**src/rtl/prot_cfg_pkg.sv**
```systemverilog
`timescale 1ns/1ps
package prot_cfg_pkg;

    localparam int BASE_LSB = 5;
    localparam int BASE_W   = 32 - BASE_LSB;
    localparam int SEL_W    = 8;

    localparam logic [7:0] OFS_TYPE = 8'h90;
    localparam logic [7:0] OFS_CTL  = 8'h94;
    localparam logic [7:0] OFS_SEL  = 8'h98;
    localparam logic [7:0] OFS_BASE = 8'h9C;
    localparam logic [7:0] OFS_ATTR = 8'hA0;

    // Attribute bits that are kept: 28, 26:24, 21:16, 15:8, 5:0
    localparam logic [31:0] ATTR_KEEP = 32'h173F_FF3F;

    typedef enum logic [2:0] {
        RD_NONE,
        RD_TYPE,
        RD_CTL,
        RD_SEL,
        RD_BASE,
        RD_ATTR
    } rd_sel_e;

    typedef struct packed {
        logic    wr_ctl;
        logic    wr_sel;
        logic    wr_base;
        logic    wr_attr_lo;
        logic    wr_attr_hi;
        rd_sel_e rd;
    } dec_t;

    typedef struct packed {
        logic [2:0]       ctl;
        logic [SEL_W-1:0] sel;
    } bank_t;

    typedef struct packed {
        logic [BASE_W-1:0] base;
        logic [31:0]       attr;
    } rgn_t;

endpackage

```
**src/rtl/prot_cfg_decode.sv**
```systemverilog
`timescale 1ns/1ps
module prot_cfg_decode
    import prot_cfg_pkg::*;
#(
    parameter int ADDR_W = 8
) (
    input  logic              req,
    input  logic              wr,
    input  logic [ADDR_W-1:0] addr,
    input  logic [3:0]        be,
    output dec_t              dec
);

    logic hit_type, hit_ctl, hit_sel, hit_base, hit_attr;
    logic do_wr, do_rd, full_word;

    always_comb begin
        hit_type  = (addr == ADDR_W'(OFS_TYPE));
        hit_ctl   = (addr == ADDR_W'(OFS_CTL));
        hit_sel   = (addr == ADDR_W'(OFS_SEL));
        hit_base  = (addr == ADDR_W'(OFS_BASE));
        hit_attr  = (addr == ADDR_W'(OFS_ATTR));
        do_wr     = req && wr;
        do_rd     = req && !wr;
        full_word = (be == 4'hF);

        dec.wr_ctl     = do_wr && hit_ctl  && full_word;
        dec.wr_sel     = do_wr && hit_sel  && full_word;
        dec.wr_base    = do_wr && hit_base && full_word;
        dec.wr_attr_lo = do_wr && hit_attr && (be[1:0] == 2'b11);
        dec.wr_attr_hi = do_wr && hit_attr && (be[3:2] == 2'b11);

        dec.rd = RD_NONE;
        if (do_rd) begin
            if      (hit_type) dec.rd = RD_TYPE;
            else if (hit_ctl)  dec.rd = RD_CTL;
            else if (hit_sel)  dec.rd = RD_SEL;
            else if (hit_base) dec.rd = RD_BASE;
            else if (hit_attr) dec.rd = RD_ATTR;
        end
    end

endmodule

```
**src/rtl/prot_cfg_region.sv**
```systemverilog
`timescale 1ns/1ps
module prot_cfg_region
    import prot_cfg_pkg::*;
(
    input  logic        clk,
    input  logic        rst_n,
    input  logic        we_base,
    input  logic        we_lo,
    input  logic        we_hi,
    input  logic [31:0] wdata,
    output rgn_t        rgn
);

    rgn_t rgn_d, rgn_q;

    always_comb begin
        rgn_d = rgn_q;
        if (we_base) rgn_d.base = wdata[31:BASE_LSB];
        if (we_lo)   rgn_d.attr[15:0]  = wdata[15:0]  & ATTR_KEEP[15:0];
        if (we_hi)   rgn_d.attr[31:16] = wdata[31:16] & ATTR_KEEP[31:16];
    end

    always_ff @(posedge clk or negedge rst_n) begin
        if (!rst_n) rgn_q <= '0;
        else        rgn_q <= rgn_d;
    end

    assign rgn = rgn_q;

endmodule

```
**src/rtl/prot_cfg_regs.sv**
```systemverilog
`timescale 1ns/1ps
module prot_cfg_regs
    import prot_cfg_pkg::*;
#(
    parameter int NUM_REGIONS = 8,
    parameter int ADDR_W      = 8
) (
    input  logic                      clk,
    input  logic                      rst_n,
    input  logic                      bus_req,
    input  logic                      bus_wr,
    input  logic [ADDR_W-1:0]         bus_addr,
    input  logic [31:0]               bus_wdata,
    input  logic [3:0]                bus_be,
    output logic [31:0]               bus_rdata,
    output logic                      ctl_enable,
    output logic                      ctl_fault_en,
    output logic                      ctl_bg_priv,
    output logic [NUM_REGIONS-1:0]    rgn_en,
    output logic [NUM_REGIONS*27-1:0] rgn_base,
    output logic [NUM_REGIONS*5-1:0]  rgn_size,
    output logic [NUM_REGIONS*8-1:0]  rgn_srd,
    output logic [NUM_REGIONS*3-1:0]  rgn_ap,
    output logic [NUM_REGIONS-1:0]    rgn_xn,
    output logic [NUM_REGIONS*3-1:0]  rgn_tex,
    output logic [NUM_REGIONS*3-1:0]  rgn_scb
);

    localparam int          IDX_W     = (NUM_REGIONS > 1) ? $clog2(NUM_REGIONS) : 1;
    localparam logic [31:0] TYPE_WORD = 32'(NUM_REGIONS) << 8;

    dec_t  dec;
    bank_t bank_d, bank_q;
    rgn_t  rgn_q [NUM_REGIONS];

    logic             tgt_ok, cur_ok;
    logic [IDX_W-1:0] tgt_idx, cur_idx;

    prot_cfg_decode #(.ADDR_W(ADDR_W)) u_decode (
        .req  (bus_req),
        .wr   (bus_wr),
        .addr (bus_addr),
        .be   (bus_be),
        .dec  (dec)
    );

    // Next state of control and selector; a base write carrying the
    // valid flag redirects the selector before the store below uses it.
    always_comb begin
        bank_d = bank_q;
        if (dec.wr_ctl) bank_d.ctl = bus_wdata[2:0];
        if (dec.wr_sel) bank_d.sel = bus_wdata[SEL_W-1:0];
        if (dec.wr_base && bus_wdata[4]) bank_d.sel = {4'b0, bus_wdata[3:0]};

        tgt_ok  = (bank_d.sel < SEL_W'(NUM_REGIONS));
        tgt_idx = bank_d.sel[IDX_W-1:0];
        cur_ok  = (bank_q.sel < SEL_W'(NUM_REGIONS));
        cur_idx = bank_q.sel[IDX_W-1:0];
    end

    always_ff @(posedge clk or negedge rst_n) begin
        if (!rst_n) bank_q <= '0;
        else        bank_q <= bank_d;
    end

    for (genvar gi = 0; gi < NUM_REGIONS; gi++) begin : g_rgn
        logic hit;
        assign hit = tgt_ok && (tgt_idx == IDX_W'(gi));

        prot_cfg_region u_region (
            .clk     (clk),
            .rst_n   (rst_n),
            .we_base (dec.wr_base    && hit),
            .we_lo   (dec.wr_attr_lo && hit),
            .we_hi   (dec.wr_attr_hi && hit),
            .wdata   (bus_wdata),
            .rgn     (rgn_q[gi])
        );

        assign rgn_en[gi]          = rgn_q[gi].attr[0];
        assign rgn_base[gi*27+:27] = rgn_q[gi].base;
        assign rgn_size[gi*5+:5]   = rgn_q[gi].attr[5:1];
        assign rgn_srd[gi*8+:8]    = rgn_q[gi].attr[15:8];
        assign rgn_ap[gi*3+:3]     = rgn_q[gi].attr[26:24];
        assign rgn_xn[gi]          = rgn_q[gi].attr[28];
        assign rgn_tex[gi*3+:3]    = rgn_q[gi].attr[21:19];
        assign rgn_scb[gi*3+:3]    = rgn_q[gi].attr[18:16];
    end

    always_comb begin
        bus_rdata = '0;
        unique case (dec.rd)
            RD_TYPE: bus_rdata = TYPE_WORD;
            RD_CTL:  bus_rdata = {29'b0, bank_q.ctl};
            RD_SEL:  bus_rdata = {{(32-SEL_W){1'b0}}, bank_q.sel};
            RD_BASE: if (cur_ok) bus_rdata = {rgn_q[cur_idx].base, 1'b0, bank_q.sel[3:0]};
            RD_ATTR: if (cur_ok) bus_rdata = rgn_q[cur_idx].attr;
            default: bus_rdata = '0;
        endcase
    end

    assign ctl_enable   = bank_q.ctl[0];
    assign ctl_fault_en = bank_q.ctl[1];
    assign ctl_bg_priv  = bank_q.ctl[2];

endmodule

```
**config.mk**
```make
export PLATFORM = sky130hd
export DESIGN_NAME = prot_cfg_regs
export DESIGN_NICKNAME = d
export VERILOG_FILES = /design/src/rtl/prot_cfg_pkg.sv /design/src/rtl/prot_cfg_decode.sv /design/src/rtl/prot_cfg_region.sv /design/src/rtl/prot_cfg_regs.sv
export SDC_FILE = /design/constraint.sdc
export NUM_CORES = 1
export LEC_CHECK = 0
export BUFFER_PORTS_ARGS = -buffer_cell sky130_fd_sc_hd__buf_2
export CORE_MARGIN = 2
export CORE_UTILIZATION = 30
export CTS_CLUSTER_DIAMETER = 200
export CTS_CLUSTER_SIZE = 20
export DETAILED_ROUTE_END_ITERATION = 10
export PLACE_DENSITY_LB_ADDON = 0.2
export RECOVER_POWER = 50
export SYNTH_ARGS = -nofsm -noshare
export SYNTH_HDL_FRONTEND = slang
export SYNTH_SLANG_ARGS = --single-unit
export TNS_END_PERCENT = 1
```
**constraint.sdc**
```tcl
create_clock -name clk -period 3.8 [get_ports clk]
set_input_delay 0.38 -clock clk [delete_from_list [all_inputs] [get_ports clk]]
set_output_delay 0.38 -clock clk [all_outputs]
set_load 0.02 [all_outputs]
```
==> results.json, run 1 <==
{
  "hold_start": "bus_wdata[30]",
  "crit_fanout": 12,
  "antenna_found_initial": 0,
  "gp_congestion": 0.8337,
  "hold_viol_final": 0,
  "timing.critical_path.from": "bus_addr[1]",
  "synthTopCellsByArea": "dfrtp_1 (54%), mux2_2 (24%), mux4_2 (12%), mux2i_1 (2.6%), clkbuf_1 (0.98%)",
  "diodes": 0,
  "cap_viol_max_count": 1,
  "clkTransAtPathRegs_ns": 0.08,
  "die_w_um": 259.2,
  "clockRootBuffer": "clkbuf_16",
  "min_delay_path_depth": 2,
  "place_area_um2": 23440,
  "worstReg2RegEnd": "g_rgn[6].u_region.rgn[18]$_DFFE_PN0P_",
  "violations": "max-capacitance violations, max-slew violations",
  "die_h_um": 259.2,
  "postLayoutCoreUtil_pct": 36.77,
  "synth_top_area_share_pct": 53.68,
  "drive_gt1_share_pct": 47.05,
  "synth_area_um2": 19530,
  "reg2reg_from": "bank_q[0]$_DFF_PN0_",
  "drcViolationCount": 0,
  "fin_tns_setup_ns": 0,
  "skew_ns": 0.01569,
  "ys_seq_elements": 419,
  "hp-class": "in -> reg",
  "htreeDepth": 1,
  "grt_pass1_vias": 14149,
  "p_per_area_nw_per_um2": 314.0,
  "power_uw": 7444,
  "synthFlopType": "dfrtp_1",
  "cts_buffers": 24,
  "arrival_ns": 3.25,
  "cts_buffer_depth": 3,
  "cts_resized": 0,
  "core_um2": 64460,
  "yosysTopAreaCell": "dfrtp_1",
  "grt_overflow_total": 0,
  "layout_commonest_cell": "dfrtp_1",
  "insertion_delay_ns": 0.58,
  "r2r_cells": 7,
  "cts_tree": "done",
  "rows": 93,
  "dp_hpwl_mm": 50.12,
  "seq_area_frac_synth_pct": 53.68,
  "drt_iter0_drc": 754,
  "num_io_pins": 491,
  "slew_headroom_pct": -96.87,
  "r2r_slack_ns": 0.83,
  "synth_cells": 1260,
  "period_minus_slack_ns": 3.628,
  "avgViaCountPerCell": 5.134,
  "synth.avg_cell_area_um2": 15.50,
  "synth_edf_count": 0,
  "p_leak_uw": 0.01125,
  "num-nets-final": 1792,
  "cp-start-kind": "input port",
  "fin_cells": 2600,
  "vias": 13348,
  "grt_pass1_wl_mm": 102.2,
  "period_share_pct": 95.47,
  "port_buffers": 490,
  "final_cell_mix": "dfrtp_1 (416), mux2_2 (411), clkbuf_1 (310), buf_2 (183), mux4_2 (102)",
  "first_pass_iters": 5,
  "endpoint_kind": "output port",
  "rsz0062_at_grt": "no",
  "wl_per_cell_um": 27.37,
  "track_usage_pct": 20.70,
  "slew_viol_final": 99,
  "drt.antenna.violating_nets": 0,
  "area_delta_synth_final_pct": 21.35,
  "synth_fp_nets": 1308,
  "ys_types": 57,
  "place_inst": 2571,
  "crit_required_ns": 3.42,
  "setup_viol": 0,
  "ys_warn_count": 0,
  "crit_type": "in -> out",
  "status": "complete, but fails checks",
  "initial_core_util_pct": 30.30,
  "dieArea_um2": 67170,
  "max_freq_ghz": 0.2757,
  "ir_drop_mv": 0.2823,
  "grt_max_degree": 103,
  "async_reset_ff_share_pct": 100.0,
  "final_area_um2": 23700,
  "hold_end": "g_rgn[1].u_region.rgn[57]$_DFFE_PN0P_",
  "worstMarginPinSlew_ns": 2.953,
  "finalWirelength_mm": 71.17,
  "clock-sinks": 419
}
-- logic make-up after synthesis --
logic type | share of synthesized area [%]
mux | 38.25
flops | 53.68
compound gates | 2.088
simple gates | 3.824
buf+inv | 2.159
-- metal layers --
layer | up-vias | part of all wire (%) | global-route usage, %
met5 | - | 0 | 0
met3 | 64 | 6.9 | 5.243
met1 | 7224 | 44 | 27.83
met2 | 391 | 48 | 33.98
li1 | 5669 | - | -
met4 | 0 | 1.7 | 4.055
-- cell usage after synthesis, types with 2 or more instances --
cell type	number
a2bb2oi_1	2
dfrtp_1	419
o21ai_1	3
or4_1	2
clkbuf_1	51
nor3_1	5
buf_2	22
nand3_2	4
nand2b_1	5
a22o_1	5
a21oi_1	10
nand2_1	15
nand4_1	4
nor3_4	5
and2_1	16
nor3b_1	3
mux2_2	411
nand4b_1	3
o21a_1	3
nor3_2	3
o22ai_1	19
o21ai_0	12
mux2i_1	50
o21bai_1	2
buf_1	20
nor2b_1	3
a22oi_1	3
nand3_1	4
mux4_2	102
or2_2	3
and4_1	3
inv_1	3
mux2_1	2
nor2_1	18
buf_4	3
-- timing repair --
item / in CTS / in global routing
endpoints found under the setup margin: 1 / 0
hold buffers: 1 / 0
hold endpoints to repair: 93 / 0
buffers inserted: 1 / 0
-- how the worst max path moves through the flow --
stage,endpoint,cells past startpoint
floorplan,bus_rdata[30],7
global placement,g_rgn[3].u_region.rgn[54]$_DFFE_PN0P_,9
detailed placement,g_rgn[3].u_region.rgn[48]$_DFFE_PN0P_,9
CTS,bus_rdata[11],8
global route,g_rgn[0].u_region.rgn[40]$_DFFE_PN0P_,3
finish,bus_rdata[11],8
-- critical path: stages --
cell and delay [ns]:
buf_2 0.10, or4b_1 0.70, nor3_1 0.48, nand2_2 0.41, o22ai_1 0.57, nand2_1 0.20, o31ai_1 0.14, buf_2 0.23
-- state kept, by name (all words and copies together) (netlist names) --
name	cells
g_rgn.u_region.rgn	408
bank_q	8
ctl_bg_priv	1
ctl_enable	1
ctl_fault_en	1
-- report_power, final --
group / internal, uW / leakage [uW] / switching [uW]
clock: 1180 / 0.000310 / 1550
sequential: 4460 / 0.00585 / 4.25
combinational: 53.5 / 0.00509 / 203
total: 5690 / 0.0113 / 1760
-- per-stage QoR --
step,hold slack [ns],setup WS [ns]
after global placement,0.4950,0.1799
after floorplan,0.08441,0.5927
final,0.1476,0.1722
after CTS,0.1072,0.1172
after detailed placement,0.5071,0.1574
after global routing,0.1251,0.04623
-- final cells by class --
cell class                      instances  area, um2
Fill cell                            6528      40760
Clock buffer                           27      633.1
Sequential cell                       419      10500
Timing Repair Buffer                  555       2780
Inverter                                3      11.26
Tap cell                              855       1070
Multi-Input combinational cell        741       8712
No activity file was read; power rests on OpenSTA's default activity.
==> inputs of run 2 (changes only) <==
- ABC_AREA: default -> 1
- CAP_MARGIN: default -> 20
- CTS_BUF_LIST: default -> sky130_fd_sc_hd__clkbuf_4 sky130_fd_sc_hd__clkbuf_8
==> run 2 against run 1 <==
  * The flow still finishes with violations (max-capacitance violations, max-slew violations)
  * Synthesized area increased by 11%
  * Final cell count increased by 56%
  * Global-route usage increased by 7.4 points
  * Cell area increased by 6.0%
  * Sequential cell count unchanged
  * Routed wire length increased by 53%
  * Synthesized cell count increased by 120%
  * Critical path type is now reg -> out
  * Critical endpoint is now bus_rdata[10]
  * Largest cell class unchanged
==> results.json, run 2 <==
{
  "slew_viol_final": 108,
  "hold_viol_final": 0,
  "max_freq_ghz": 0.2758,
  "die_w_um": 273.0,
  "track_usage_pct": 28.08,
  "dp_hpwl_mm": 73.20,
  "skew_ns": 0.02904,
  "period_minus_slack_ns": 3.626,
  "clockRootBuffer": "clkbuf_8",
  "cts_tree": "done",
  "power_switching_uw": 1845,
  "async_reset_ff_share_pct": 100.0,
  "p_sw_share_pct": 26.50,
  "die_h_um": 273.0,
  "final_cell_mix": "nand2_1 (1,059), nand4_1 (417), dfrtp_1 (416), buf_2 (280), clkbuf_1 (211)",
  "setup_viol": 0,
  "num-nets-final": 3155,
  "fin_tns_setup_ns": 0,
  "p_leak_uw": 0.01312,
  "htreeDepth": 1,
  "cp-start-kind": "register",
  "internal_power_uw": 5117,
  "slew_headroom_pct": -114.6,
  "clkTransAtPathRegs_ns": 0.15,
  "arrival_ns": 3.25,
  "insertion_delay_ns": 0.69,
  "p_per_area_nw_per_um2": 277.2,
  "yosysMostFrequentCell": "nand2_1",
  "status": "complete, but fails checks",
  "synthTopCellsByArea": "dfrtp_1 (48%), nand2_1 (18%), nand4_1 (12%), clkbuf_1 (3.1%), nor2_1 (2.9%)",
  "crit_fanout": 45,
  "ir_drop_mv": 0.2360,
  "hp-class": "in -> reg",
  "rows": 98,
  "synth_edf_count": 0,
  "finalWorstSetupSlack_ns": 0.1735,
  "synth_top_area_share_pct": 48.29,
  "grt_pass1_vias": 21242,
  "postLayoutCoreUtil_pct": 35.08,
  "drive_gt1_share_pct": 14.35,
  "num_io_pins": 491,
  "place_inst": 4029,
  "p_clk_share_pct": 31.5,
  "wl_met3_mm": 9.052,
  "vias": 22685,
  "crit_type": "reg -> out",
  "post_cts_buffers": 0,
  "synth_cells": 2792,
  "ys_seq_elements": 419,
  "clock-sinks": 419,
  "violations": "max-capacitance violations, max-slew violations",
  "gp_congestion": 0.8504,
  "cpMostUsedCell": "buf_4",
  "crit_path_max_incr_delay_ns": 0.58,
  "core_um2": 71610,
  "yosysTopAreaCell": "dfrtp_1",
  "finalWirelength_mm": 108.7,
  "wl_per_cell_um": 26.77,
  "fill_cells": 7801,
  "netlist_top_cells_count": "nand2_1 (1,056), dfrtp_1 (419), nand4_1 (417)",
  "synth_area_um2": 21710,
  "cap_viol_max_count": 1,
  "endpoint_kind": "output port",
  "met1Wirelength_mm": 45.14,
  "avgViaCountPerCell": 5.587,
  "fin_cells": 4060,
  "crit_required_ns": 3.42,
  "seq_area_frac_synth_pct": 48.29,
  "worstMarginPinSlew_ns": 3.219,
  "pre_cts_slack_ns": 0.5578,
  "p_comb_share_pct": 4.4,
  "grt_pass1_wl_mm": 155.7,
  "cts_buffers": 24,
  "synth_fp_nets": 2840,
  "drcViolationCount": 0,
  "final.hold.worst_slack_ns": 0.04428,
  "period_share_pct": 95.43,
  "port_buffers": 490,
  "rsz0062_at_grt": "no",
  "drt.antenna.violating_nets": 0,
  "layout_commonest_cell": "nand2_1",
  "ys_types": 34,
  "drt_iter0_drc": 2582,
  "initial_core_util_pct": 30.32,
  "largest_reg_flops": 408,
  "crit_slowest_cell": "dfrtp_4",
  "grt_overflow_total": 0,
  "synth.avg_cell_area_um2": 7.776,
  "dieArea_um2": 74540,
  "grt_max_degree": 194,
  "synthFlopType": "dfrtp_1",
  "met2_length_mm": 49.62,
  "cts_buffer_depth": 3,
  "first_pass_iters": 5,
  "antenna_found_initial": 5,
  "p_seq_share_pct": 64.1,
  "ys_warn_count": 0,
  "area_delta_synth_final_pct": 15.69,
  "top_layer": "met4",
  "worstPathCellList": "inv_8, buf_4, nor2_1, o31ai_1, buf_4, nand3_1, a21oi_1, buf_2"
}
run 2: path summary, 6_finish.rpt:
path / end / from / depth (start not counted) / slack [ns]
worst max-delay path: bus_rdata[10] / bank_q[0]$_DFF_PN0_ / 8 / 0.17
worst min-delay path: g_rgn[2].u_region.rgn[50]$_DFFE_PN0P_ / bus_wdata[23] / 3 / 0.04
worst max register to register: g_rgn[4].u_region.rgn[3]$_DFFE_PN0P_ / bank_q[1]$_DFF_PN0_ / 9 / 0.80
worst min register to register: g_rgn[2].u_region.rgn[55]$_DFFE_PN0P_ / g_rgn[2].u_region.rgn[55]$_DFFE_PN0P_ / 2 / 0.51
max in group asynchronous: g_rgn[4].u_region.rgn[57]$_DFFE_PN0P_ / rst_n / 3 / 0.53
min in group asynchronous: g_rgn[3].u_region.rgn[9]$_DFFE_PN0P_ / rst_n / 2 / 1.28
run 2: layout make-up:
cell class / instances / area, um2 / area share (%)
Antenna cell: 2 / 5.005 / 0.01993
Clock buffer: 27 / 359.1 / 1.430
Inverter: 35 / 148.9 / 0.5928
Multi-Input combinational cell: 2048 / 9889 / 39.37
Sequential cell: 419 / 10490 / 41.78
Tap cell: 950 / 1189 / 4.732
Timing Repair Buffer: 579 / 3033 / 12.07
run 2: power groups by stage:
stage	combinational [uW]	sequential, uW	clock, uW
finish	307	4460	2190
global route	332	4460	2360
CTS	316	4460	2240
detailed placement	314	4540	0
global placement	314	4540	0
floorplan	91.5	4550	0
run 2: metal layers:
layer	GRT usage, %	up-vias
met5	0	-
met4	11.29	0
met3	4.762	164
met2	43.92	1137
met1	38.58	11207
li1	-	10177
run 2: what timing repair did:
item                                    CTS  global route
resized for setup                         2             3
endpoints found under the setup margin    2             4
hold endpoints to repair                103             0
pin swaps                                 0             0
hold buffers                              2             0
run 2: critical path, delay by kind of cell (launching register included):
family	cells	cell delay (ns)
AOI/OAI and AO/OA	2	0.57
DFF	1	0.58
buffers and inverters	4	1.05
and+or+nand+nor	2	0.33
run 2: per-stage QoR:
stage	area, um2	power (uW)
final	25120	6962
after global routing	25120	7157
after CTS	25430	7016
after detailed placement	25050	4858
after global placement	25050	4858
after floorplan	21710	4637
run 2: kinds of logic after synthesis:
kind of cell / Yosys count / synth area share [%]
and+or+nand+nor: 1728 / 36.42
DFF: 419 / 48.29
buffers and inverters: 325 / 6.316
AOI/OAI and AO/OA: 320 / 8.967
==> inputs of run 3 (changes only) <==
- CELL_PAD_IN_SITES_DETAIL_PLACEMENT: default -> 1
- CELL_PAD_IN_SITES_GLOBAL_PLACEMENT: default -> 2
- CTS_CLUSTER_DIAMETER: 200 -> default
==> run 3 against run 2 <==
  * The run still ends with max-capacitance violations, max-slew violations left
  * Clock-buffer cell count rose by 103
  * Die area did not move
  * Sequential power barely moved
  * Critical path depth did not move
  * Final cell count rose by 2.7%
  * Sequential cell count did not move
  * Core utilization rose by 2.2 points
  * Highest routed layer unchanged
==> results.json, run 3 (synthesized netlist as in run 2, its figures left out) <==
{
  "post_cts_buffers": 0,
  "clockRootBuffer": "clkbuf_8",
  "insertion_delay_ns": 0.70,
  "cpMostUsedCell": "nand2_1",
  "port_buffers": 490,
  "grt_overflow_total": 0,
  "worstMarginPinSlew_ns": 2.311,
  "core_um2": 71610,
  "clkTransAtPathRegs_ns": 0.06,
  "grt_max_degree": 107,
  "num_io_pins": 491,
  "clock-sinks": 419,
  "skew_ns": 0.02393,
  "cts_tree": "done",
  "r2r_cells": 10,
  "die_w_um": 273.0,
  "crit_fanout": 73,
  "crit_path_max_incr_delay_ns": 0.59,
  "grt_pass1_wl_mm": 170.1,
  "internal_power_uw": 7222,
  "max_freq_ghz": 0.2674,
  "fin_tns_setup_ns": 0,
  "finalWorstSetupSlack_ns": 0.06045,
  "grt_pass1_vias": 24052,
  "dp_hpwl_mm": 78.44,
  "wl_per_cell_um": 27.90,
  "drt.antenna.violating_nets": 0,
  "final.hold.worst_slack_ns": 0.04935,
  "crit_required_ns": 3.42,
  "ir_drop_mv": 0.2264,
  "htreeDepth": 3,
  "area_delta_synth_final_pct": 23.02,
  "crit_buf_inv": 3,
  "cts_buffers": 81,
  "p_per_area_nw_per_um2": 362.0,
  "cap_viol_max_count": 2,
  "antenna_found_initial": 3,
  "p_sw_share_pct": 25.30,
  "vias": 23642,
  "avgViaCountPerCell": 5.668,
  "period_share_pct": 98.41,
  "die_h_um": 273.0,
  "layout_commonest_cell": "nand2_1",
  "postLayoutCoreUtil_pct": 37.30,
  "p_comb_share_pct": 3.2,
  "cp.depth": 8,
  "min_delay_path_depth": 3,
  "rows": 98,
  "rsz0062_at_grt": "yes",
  "period_minus_slack_ns": 3.740,
  "cp-start-kind": "register",
  "endpoint_kind": "output port",
  "arrival_ns": 3.36,
  "violations": "max-capacitance violations, max-slew violations",
  "hp-class": "in -> reg",
  "dieArea_um2": 74540,
  "cts_buffer_depth": 3,
  "crit_type": "reg -> out",
  "power_switching_uw": 2446,
  "slew_headroom_pct": -54.06,
  "drive_gt1_share_pct": 23.76,
  "initial_core_util_pct": 30.32,
  "finalWirelength_mm": 116.4,
  "cpLargestDelayFamily": "compound AO/OA/AOI/OAI gates",
  "gp_congestion": 0.8685,
  "worstPathCellList": "inv_6, buf_12, nand2_1, a32o_1, o21ai_0, nand2_1, a21oi_1, buf_2",
  "track_usage_pct": 30.66,
  "p_leak_uw": 0.01476,
  "final_cell_mix": "nand2_1 (1,058), buf_2 (489), nand4_1 (417), dfrtp_1 (416), nor2_1 (166)",
  "hold_viol_final": 0,
  "first_pass_iters": 5,
  "slew_viol_final": 80,
  "drcViolationCount": 0,
  "num-nets-final": 3211,
  "drt_iter0_drc": 2143,
  "crit_slowest_cell": "dfrtp_4",
  "largest_reg_flops": 408,
  "status": "complete, but fails checks",
  "p_clk_share_pct": 50.6,
  "setup_viol": 0,
  "p_seq_share_pct": 46.2,
  "pre_cts_slack_ns": 0.3559
}
## run 3: cell count changes in the layout (fill, tap and decap cells not counted), moves of 2 or more
cell and delta:
clkbuf_2 -5, clkbuf_1 -206, clkinv_2 +6, o21ai_1 +3, clkbuf_4 +28, buf_2 +209, clkinvlp_4 +2, o21ai_0 -4
clkbuf_8 +75
## run 3: area by class of cell
class	instances	area, um2
Sequential cell	419	10490
Timing Repair Buffer	578	3288
Fill cell	8809	44900
Antenna cell	1	2.502
Inverter	35	153.9
Clock buffer	130	1602
Tap cell	950	1189
Clock inverter	10	83.83
Multi-Input combinational cell	2048	9897
## run 3: repair_timing
item | in CTS | in global routing
setup endpoints to repair | 9 | 7
hold endpoints to repair | 99 | 0
gates resized for setup | 2 | 7
hold buffers | 2 | 0
## run 3: power groups by stage
stage	logic, uW	clock network [uW]	registers, uW
2_1_floorplan	91.5	0	4550
3_3_place_gp	315	0	4540
3_5_place_dp	318	0	4540
4_1_cts	320	4950	4470
5_1_grt	329	5150	4460
6_report	307	4900	4470
## run 3: per-stage QoR
stage                     instances  instance area, um2  total power (uW)
after floorplan                2792               21710              4637
after global placement         4028               25060              4860
after detailed placement       4028               25060              4863
after CTS                      4170               26770              9739
after global routing           4171               26710              9943
final                          4171               26710              9668
## run 3: metal layers
layer  track usage (%)  wire (um)  vias up
met5                 0          0        -
met4             9.419       3604        0
met3             4.253       6812      173
met2             50.46      55480      874
met1             41.76      50490    12250
li1                  -          -    10345
## run 3: final timing paths
| check | to | startpoint | slack (ns) |
|---|---|---|---|
| min in group asynchronous | g_rgn[5].u_region.rgn[2]$_DFFE_PN0P_ | rst_n | 0.35 |
| max in group asynchronous | g_rgn[4].u_region.rgn[49]$_DFFE_PN0P_ | rst_n | 0.50 |
| max reg2reg | g_rgn[4].u_region.rgn[33]$_DFFE_PN0P_ | bank_q[0]$_DFF_PN0_ | 0.77 |
| min | g_rgn[1].u_region.rgn[50]$_DFFE_PN0P_ | bus_wdata[23] | 0.05 |
| max | bus_rdata[19] | bank_q[0]$_DFF_PN0_ | 0.06 |
| min reg2reg | g_rgn[0].u_region.rgn[54]$_DFFE_PN0P_ | g_rgn[0].u_region.rgn[54]$_DFFE_PN0P_ | 0.49 |
## run 3: tightest hold or removal path, stage by stage
cell	delay [ns]
buf_2	0.16
nand4_1	0.11
nand2_1	0.05
